`config.mk`:
```
export PLATFORM = sky130hd
export DESIGN_NAME = dbg_entry_ctrl
export DESIGN_NICKNAME = d
export VERILOG_FILES = /design/src/rtl/dbg_entry_pkg.sv /design/src/rtl/dbg_pin_sync.sv /design/src/rtl/dbg_enable_latch.sv /design/src/rtl/dbg_fault_track.sv /design/src/rtl/dbg_event_resolve.sv /design/src/rtl/dbg_entry_ctrl.sv
export SDC_FILE = /design/constraint.sdc
export NUM_CORES = 1
export LEC_CHECK = 0
export BUFFER_PORTS_ARGS = -buffer_cell sky130_fd_sc_hd__buf_2
export CAP_MARGIN = 20
export CORE_AREA = 2 2 39 41
export CTS_CLUSTER_DIAMETER = 80
export DETAILED_ROUTE_END_ITERATION = 16
export DIE_AREA = 0 0 41 43
export GPL_TIMING_DRIVEN = 0
export PLACE_DENSITY = 0.76
export SYNTH_ARGS = -nofsm -noshare
export SYNTH_HDL_FRONTEND = slang
export SYNTH_SLANG_ARGS = --single-unit
```
`constraint.sdc`:
```
create_clock -name clk -period 2.01 [get_ports clk]
set_clock_uncertainty 0.1 [all_clocks]
set_input_delay 0.3015 -clock clk [delete_from_list [all_inputs] [get_ports clk]]
set_output_delay 0.3015 -clock clk [all_outputs]
set_load 0.05 [all_outputs]
```
`src/rtl/dbg_entry_pkg.sv`:
```
package dbg_entry_pkg;
  typedef enum logic [1:0] {
    RES_BG   = 2'd0,
    RES_EXC  = 2'd1,
    RES_HALT = 2'd2,
    RES_ILL  = 2'd3
  } res_code_e;
endpackage

```
`src/rtl/dbg_pin_sync.sv`:
```
// Synchronizes the breakpoint pin and turns its falling edge into an event.
module dbg_pin_sync #(
  parameter int STAGES = 2
) (
  input  logic clk,
  input  logic pin_n,
  input  logic live,
  input  logic first_op,
  output logic pin_sync_n,
  output logic pin_evt
);
  logic [STAGES-1:0] chain;
  logic              prev_q;

  for (genvar i = 0; i < STAGES; i++) begin : g_stage
    if (i == 0) begin : g_first
      always_ff @(posedge clk) chain[0] <= pin_n;
    end else begin : g_rest
      always_ff @(posedge clk) chain[i] <= chain[i-1];
    end
  end

  assign pin_sync_n = chain[STAGES-1];

  // Outside operation the previous level reads as released, so a pin held
  // low across release looks like an edge in the first cycle; it is masked.
  always_ff @(posedge clk) begin
    if (!live) prev_q <= 1'b1;
    else       prev_q <= pin_sync_n;
  end

  assign pin_evt = live & ~first_op & prev_q & ~pin_sync_n;
endmodule

```
`src/rtl/dbg_enable_latch.sv`:
```
// Tracks reset release and latches the debug enable at that edge.
module dbg_enable_latch (
  input  logic clk,
  input  logic rst_n,
  input  logic pin_sync_n,
  output logic dbg_en,
  output logic live,
  output logic first_op
);
  logic rst_q;
  logic live_q;

  always_ff @(posedge clk) begin
    rst_q  <= rst_n;
    live_q <= rst_n & rst_q;
    if (!rst_n)     dbg_en <= 1'b0;
    else if (!rst_q) dbg_en <= ~pin_sync_n;
  end

  assign live     = rst_n & rst_q;
  assign first_op = live & ~live_q;

  AST_EN_HOLD: assert property (@(posedge clk) disable iff (!rst_n)
    (rst_q && $past(rst_q)) |-> $stable(dbg_en));
endmodule

```
`src/rtl/dbg_fault_track.sv`:
```
// Detects two bus faults with no successful cycle between them.
module dbg_fault_track (
  input  logic clk,
  input  logic rst_n,
  input  logic live,
  input  logic bus_fault,
  input  logic bus_ok,
  output logic dbf_evt
);
  logic pend_q;

  always_ff @(posedge clk) begin
    if (!rst_n) begin
      pend_q <= 1'b0;
    end else if (live) begin
      if (bus_fault)   pend_q <= ~pend_q;
      else if (bus_ok) pend_q <= 1'b0;
    end
  end

  assign dbf_evt = live & bus_fault & pend_q;
endmodule

```
`src/rtl/dbg_event_resolve.sv`:
```
// Chooses the winning source and maps it to a result code and vector.
module dbg_event_resolve
  import dbg_entry_pkg::*;
#(
  parameter int              OPC_W    = 16,
  parameter int              VEC_W    = 8,
  parameter logic [OPC_W-1:0] BG_OPC   = 16'h4AFA,
  parameter logic [OPC_W-1:0] SWBP_BASE = 16'h4848,
  parameter logic [OPC_W-1:0] SWBP_MASK = 16'hFFF8,
  parameter logic [VEC_W-1:0] VEC_BKPT = 8'h0C,
  parameter logic [VEC_W-1:0] VEC_ILL  = 8'h10
) (
  input  logic             dbg_en,
  input  logic             dbf_evt,
  input  logic             pin_evt,
  input  logic             op_valid,
  input  logic [OPC_W-1:0] op_code,
  output logic             hit,
  output res_code_e        code,
  output logic [VEC_W-1:0] vec
);
  always_comb begin
    hit  = 1'b0;
    code = RES_BG;
    vec  = '0;
    if (dbf_evt) begin
      hit  = 1'b1;
      code = dbg_en ? RES_BG : RES_HALT;
    end else if (pin_evt) begin
      hit = 1'b1;
      if (!dbg_en) begin
        code = RES_EXC;
        vec  = VEC_BKPT;
      end
    end else if (op_valid) begin
      if (op_code == BG_OPC) begin
        hit = 1'b1;
        if (!dbg_en) begin
          code = RES_EXC;
          vec  = VEC_ILL;
        end
      end else if ((op_code & SWBP_MASK) == SWBP_BASE) begin
        hit  = 1'b1;
        code = RES_ILL;
        vec  = VEC_ILL;
      end
    end
  end
endmodule

```
`src/rtl/dbg_entry_ctrl.sv`:
```
module dbg_entry_ctrl
  import dbg_entry_pkg::*;
#(
  parameter int               SYNC_STAGES = 2,
  parameter int               OPC_W       = 16,
  parameter int               VEC_W       = 8,
  parameter logic [OPC_W-1:0] BG_OPC      = 16'h4AFA,
  parameter logic [OPC_W-1:0] SWBP_BASE   = 16'h4848,
  parameter logic [OPC_W-1:0] SWBP_MASK   = 16'hFFF8,
  parameter logic [VEC_W-1:0] VEC_BKPT    = 8'h0C,
  parameter logic [VEC_W-1:0] VEC_ILL     = 8'h10
) (
  input  logic             clk,
  input  logic             rst_n,
  input  logic             bkpt_n,
  input  logic             op_valid,
  input  logic [OPC_W-1:0] op_code,
  input  logic             bus_fault,
  input  logic             bus_ok,
  output logic             res_valid,
  output logic [1:0]       res_code,
  output logic [VEC_W-1:0] res_vector
);
  logic             pin_sync_n, pin_evt;
  logic             dbg_en, live, first_op;
  logic             dbf_evt;
  logic             hit;
  res_code_e        code;
  logic [VEC_W-1:0] vec;

  dbg_pin_sync #(.STAGES(SYNC_STAGES)) u_sync (
    .clk(clk), .pin_n(bkpt_n), .live(live), .first_op(first_op),
    .pin_sync_n(pin_sync_n), .pin_evt(pin_evt)
  );

  dbg_enable_latch u_en (
    .clk(clk), .rst_n(rst_n), .pin_sync_n(pin_sync_n),
    .dbg_en(dbg_en), .live(live), .first_op(first_op)
  );

  dbg_fault_track u_flt (
    .clk(clk), .rst_n(rst_n), .live(live),
    .bus_fault(bus_fault), .bus_ok(bus_ok), .dbf_evt(dbf_evt)
  );

  dbg_event_resolve #(
    .OPC_W(OPC_W), .VEC_W(VEC_W), .BG_OPC(BG_OPC), .SWBP_BASE(SWBP_BASE),
    .SWBP_MASK(SWBP_MASK), .VEC_BKPT(VEC_BKPT), .VEC_ILL(VEC_ILL)
  ) u_res (
    .dbg_en(dbg_en), .dbf_evt(dbf_evt), .pin_evt(pin_evt),
    .op_valid(op_valid & live), .op_code(op_code),
    .hit(hit), .code(code), .vec(vec)
  );

  always_ff @(posedge clk) begin
    if (!rst_n) begin
      res_valid  <= 1'b0;
      res_code   <= 2'd0;
      res_vector <= '0;
    end else begin
      res_valid  <= hit;
      res_code   <= code;
      res_vector <= vec;
    end
  end

  AST_BG_NEEDS_EN: assert property (@(posedge clk) disable iff (!rst_n)
    (res_valid && res_code == RES_BG) |-> dbg_en);
  AST_EXC_ONLY_DIS: assert property (@(posedge clk) disable iff (!rst_n)
    (res_valid && res_code == RES_EXC) |-> !dbg_en);
  AST_HALT_AFTER_FAULT: assert property (@(posedge clk) disable iff (!rst_n)
    (res_valid && res_code == RES_HALT) |-> (!dbg_en && $past(bus_fault)));
  AST_ILL_FROM_OPC: assert property (@(posedge clk) disable iff (!rst_n)
    (res_valid && res_code == RES_ILL) |-> (res_vector == VEC_ILL && $past(op_valid)));
endmodule

```
# Word level (Yosys, flattened, before mapping)

Cells that the tools add are included.

Eq/ne operators: 2
Muxes and demuxes: 20
Bitwise gates (word level): 13
Reduce and logical (&&, ||, !) cells: 3

Operators with widths:

| cell                                            | number |
|---|---|
| 2-to-1 mux 8 bit                                | 3 |
| == test 16 x 15 -> 1 bit, second input constant | 1 |
| == test 13 x 12 -> 1 bit, second input constant | 1 |
| 2-to-1 mux 2 bit                                | 6 |
| 2-to-1 mux 5 bit                                | 2 |
| bitwise AND 1 bit                               | 8 |
| 2-to-1 mux 1 bit                                | 8 |
| NOT 1 bit                                       | 5 |
| 2-to-1 mux 4 bit                                | 1 |
| AND reduction 2 bit                             | 1 |
| nonzero test 2 bit                              | 1 |
| OR reduction 2 bit                              | 1 |

Bits in registers: 18
Input bits: 22
Output and inout bits: 11
Word-level logic and storage cells: 48

# Depth between registers and ports, before layout

Depth after elaboration: 8
Depth in mapped cells: 4

# Modules after synthesis

A second synthesis with hierarchy kept.

Cell total of the unflattened synthesis: 71
Area, all modules: 747.0 sq um

Modules (own cells, without submodules):

| module            | times used | cells each | area an instance (sq um) | sequential area each (sq um) |
|---|---|---|---|---|
| dbg_entry_ctrl    | 1          | 24         | 306.5                    | 220.2 |
| dbg_event_resolve | 1          | 29         | 212.7                    | 0.0 |
| dbg_enable_latch  | 1          | 8          | 95.1                     | 60.1 |
| dbg_pin_sync      | 1          | 5          | 78.8                     | 60.1 |
| dbg_fault_track   | 1          | 5          | 53.8                     | 20.0 |

# Least setup slack after synthesis

OpenSTA, ideal clock, no wires.

Path type: register -> output
Start: register res_vector[2] (netlist name)
End: output port res_vector[3]
Arrival: 0.894 ns
Required time: 1.609 ns
Path slack: 0.714 ns
Stages on the path, launching flop included: 2
Path buffers: 1
Cell sequence: dfxtp_1 > buf_4

RTL lines:

| element          | line                 | RTL |
|---|---|---|
| end: declaration | dbg_entry_ctrl.sv:22 | `output logic [VEC_W-1:0] res_vector` |

==> metrics.md <==
| Metric | Value |
|---|---|
| Status | `complete, no violations` |
| Post-synth EDFFs | `0` |
| Top_reg_cell synth | `dfxtp_1` |
| Area delta synth->final | `35.48%` |
| Grt ovf | `0` |
| Buffers on Ports | `27` |
| Post-route clock period utilization | `roughly 67%` |
| Clk_lat worst skew | `0.26 ns` |
| Worst Path Arrival | `0.94 ns` |
| Detail Placement HPWL | `approximately 820 um` |
| WL final | `~940 um` |
| Flop pwr share | `between 50 and 60%` |
| Sequential share of the synthesized area | `44.24%` |
| RSZ-0062 raised after global routing | `no` |
| Total CTS buffers | `3` |
| CTS tree | `built` |
| WL/cell | `roughly 9.4 um` |
| I/O pin cnt | `33` |
| Clock root cell | `clkbuf_4` |
| Syn_area_per_cell | `roughly 11 um^2` |
| Max Cap Violations | `0` |
| Antenna diode instance count | `0` |
| VDD IR-drop max | `between 0.0004 and 0.0005 V` |
| CP Launch Type | `register` |
| Post-CTS sizing | `0` |
| DRT Pass-1 Iters | `2` |
| Initial detailed-routing violation count | `1` |
| Flops & latches, synth | `12` |
| Largest net degree at the start of global routing | `8` |
| Layout Nets | `~110` |
| Clk slew on worst S/H paths | `around 0.070 ns` |
| Area of the core | `1384 um^2` |
| NetSw | `122.2 uW` |
| Fraction of power consumed by the clock network | `29.4%` |
| Chip width | `41 um` |
| Switching Fraction | `between 20% and 30%` |
| Final Hold Slack | `about 0.036 ns` |
| Most common cell after layout, fill and taps aside | `buf_2` |
| Pwr Density | `around 640 nW/um^2` |
| Nature of the critical path endpoint | `primary output` |
| Fillcell total | `between 100 and 150` |
| DRC Markers | `0` |
| Hold buffers post-CTS | `0` |
| Fmax | `roughly 750 MHz` |
| Period minus WS final | `1.342 ns` |
| Synthesized instance count | `50` |
| Cell row count | `14` |
| Placed Cells incl. Taps | `97` |
| Synth Warn # | `0` |
| Vias in the first global route | `380` |
| Mapped cell area | `roughly 540 um^2` |
| CTS H-tree depth | `1` |
| TNS Setup | `0 ns` |
| RePlAce Congestion | `0.6824` |
| Post-CTS setup buffers | `0` |
| Post-route ant nets | `0` |
| Final core occ | `a little over half` |
| Die area | `1763 um^2` |
| Pleak | `0.3725 nW` |
| Tot GR Track Use | `about an eighth` |
| Pre-CTS WS | `0.6038 ns` |
| Hold WC Path Type | `input pin to register` |
| Worst Path Required | `around 1.6 ns` |
| Pins over their slew limit | `0` |
| Proportion of layout cells with a drive suffix above 1 | `about half` |
| Initial antenna violation count | `0` |
| Via density | `about 4.7` |
| CTS Buffer Depth | `2` |
| Hold Vio Cnt, Final | `0` |
| Most frequent cells in the layout | `buf_2 (27), dfxtp_1 (12), buf_4 (6), conb_1 (5)` |
| Crit Path Max Fanout | `2` |
| Distinct cell type count after synthesis | `27` |
| Async S/R FF share, synth | `0%` |
| Setup-failing EPs final | `0` |
| Via count | `465` |
| Die height | `between 40 and 50 um` |
| Internal Power | `around 350 uW` |
| Clk sink count | `12` |
| Starting density of the core | `about two fifths` |
| Global-route wire length before repair | `1414 um` |
| Crit Path Category | `register to primary output` |
| Gate power share | `16.9%` |
| Fin cells | `100` |
| Final worst slack | `around 0.67 ns` |
## layout make-up
type	count	area [um^2]	area share (%)
timing repair buffer	27	135.1	18.37
sequential	12	240.2	32.65
tap	16	20.02	2.721
clock buffer	3	22.52	3.061
buffer	6	45.04	6.122
inverter	1	3.754	0.5102
multi-input combinational	35	269.0	36.56
## sequential cells by signal (all words and copies together), names as in the netlist
signal,cells
u_sync.chain,1
res_valid,1
u_sync.pin_sync_n,1
res_vector,2
res_code,2
u_en.rst_q,1
u_en.dbg_en,1
u_sync.prev_q,1
u_flt.pend_q,1
u_en.live_q,1
## power groups by stage
stage                     Combinational [mW]  Sequential [mW]  Clock [mW]
final                                 0.0800            0.253       0.139
after global routing                  0.0860            0.255       0.161
after CTS                             0.0803            0.254       0.146
after detailed placement              0.0803            0.259           0
after global placement                0.0784            0.258           0
after floorplan                       0.0475            0.262           0
## logic make-up after synthesis
logic type / Yosys count / share of synthesized area, %
other: 1 / 0.6906
buffers and inverters: 7 / 8.985
AND/OR/NAND/NOR: 23 / 37.56
flip-flops: 12 / 44.24
AO/OA/AOI/OAI: 6 / 6.683
multiplexers: 1 / 1.843
## through the flow
stage | total power, mW | area [um^2]
final | 0.4726 | 735.7
after global routing | 0.5013 | 735.7
after CTS | 0.4796 | 735.7
after detailed placement | 0.3392 | 713.2
after global placement | 0.3367 | 713.2
after floorplan | 0.3095 | 558.0
## synthesized netlist by cell type (all sizes together), types with 2 or more instances
cell | n | area share, %
nor4b | 2 | 8.8
nand2 | 3 | 2.1
a21oi | 2 | 1.8
buf | 6 | 8.3
nand3b | 2 | 2.8
dfxtp | 12 | 44
and2 | 3 | 3.9
nand4 | 3 | 4.6
nor3 | 2 | 1.8
## metal layers
metal  vias to the layer above  wire length (um)  GRT usage (%)
met5                         -                 0              0
met4                         0                 0          2.000
met3                         0                77          9.424
met2                        15               549          20.31
met1                       214               311          11.73
li1                        236                 -              -
## worst max-delay path: stages, from the launching register on
cell and delay, ns:
dfxtp_1 0.33, buf_4 0.10, buf_2 0.24
## final timing paths
kind	to	depth (start not counted)	slack, ns	startpoint
max	res_vector[3]	2	0.67	res_vector[2]
min	u_sync.chain[0]	1	0.04	bkpt_n
max reg2reg	res_code[1]	4	0.73	u_en.rst_q
min reg2reg	u_sync.pin_sync_n	0	0.23	u_sync.chain[0]
Power figures use the tool's default switching activity.
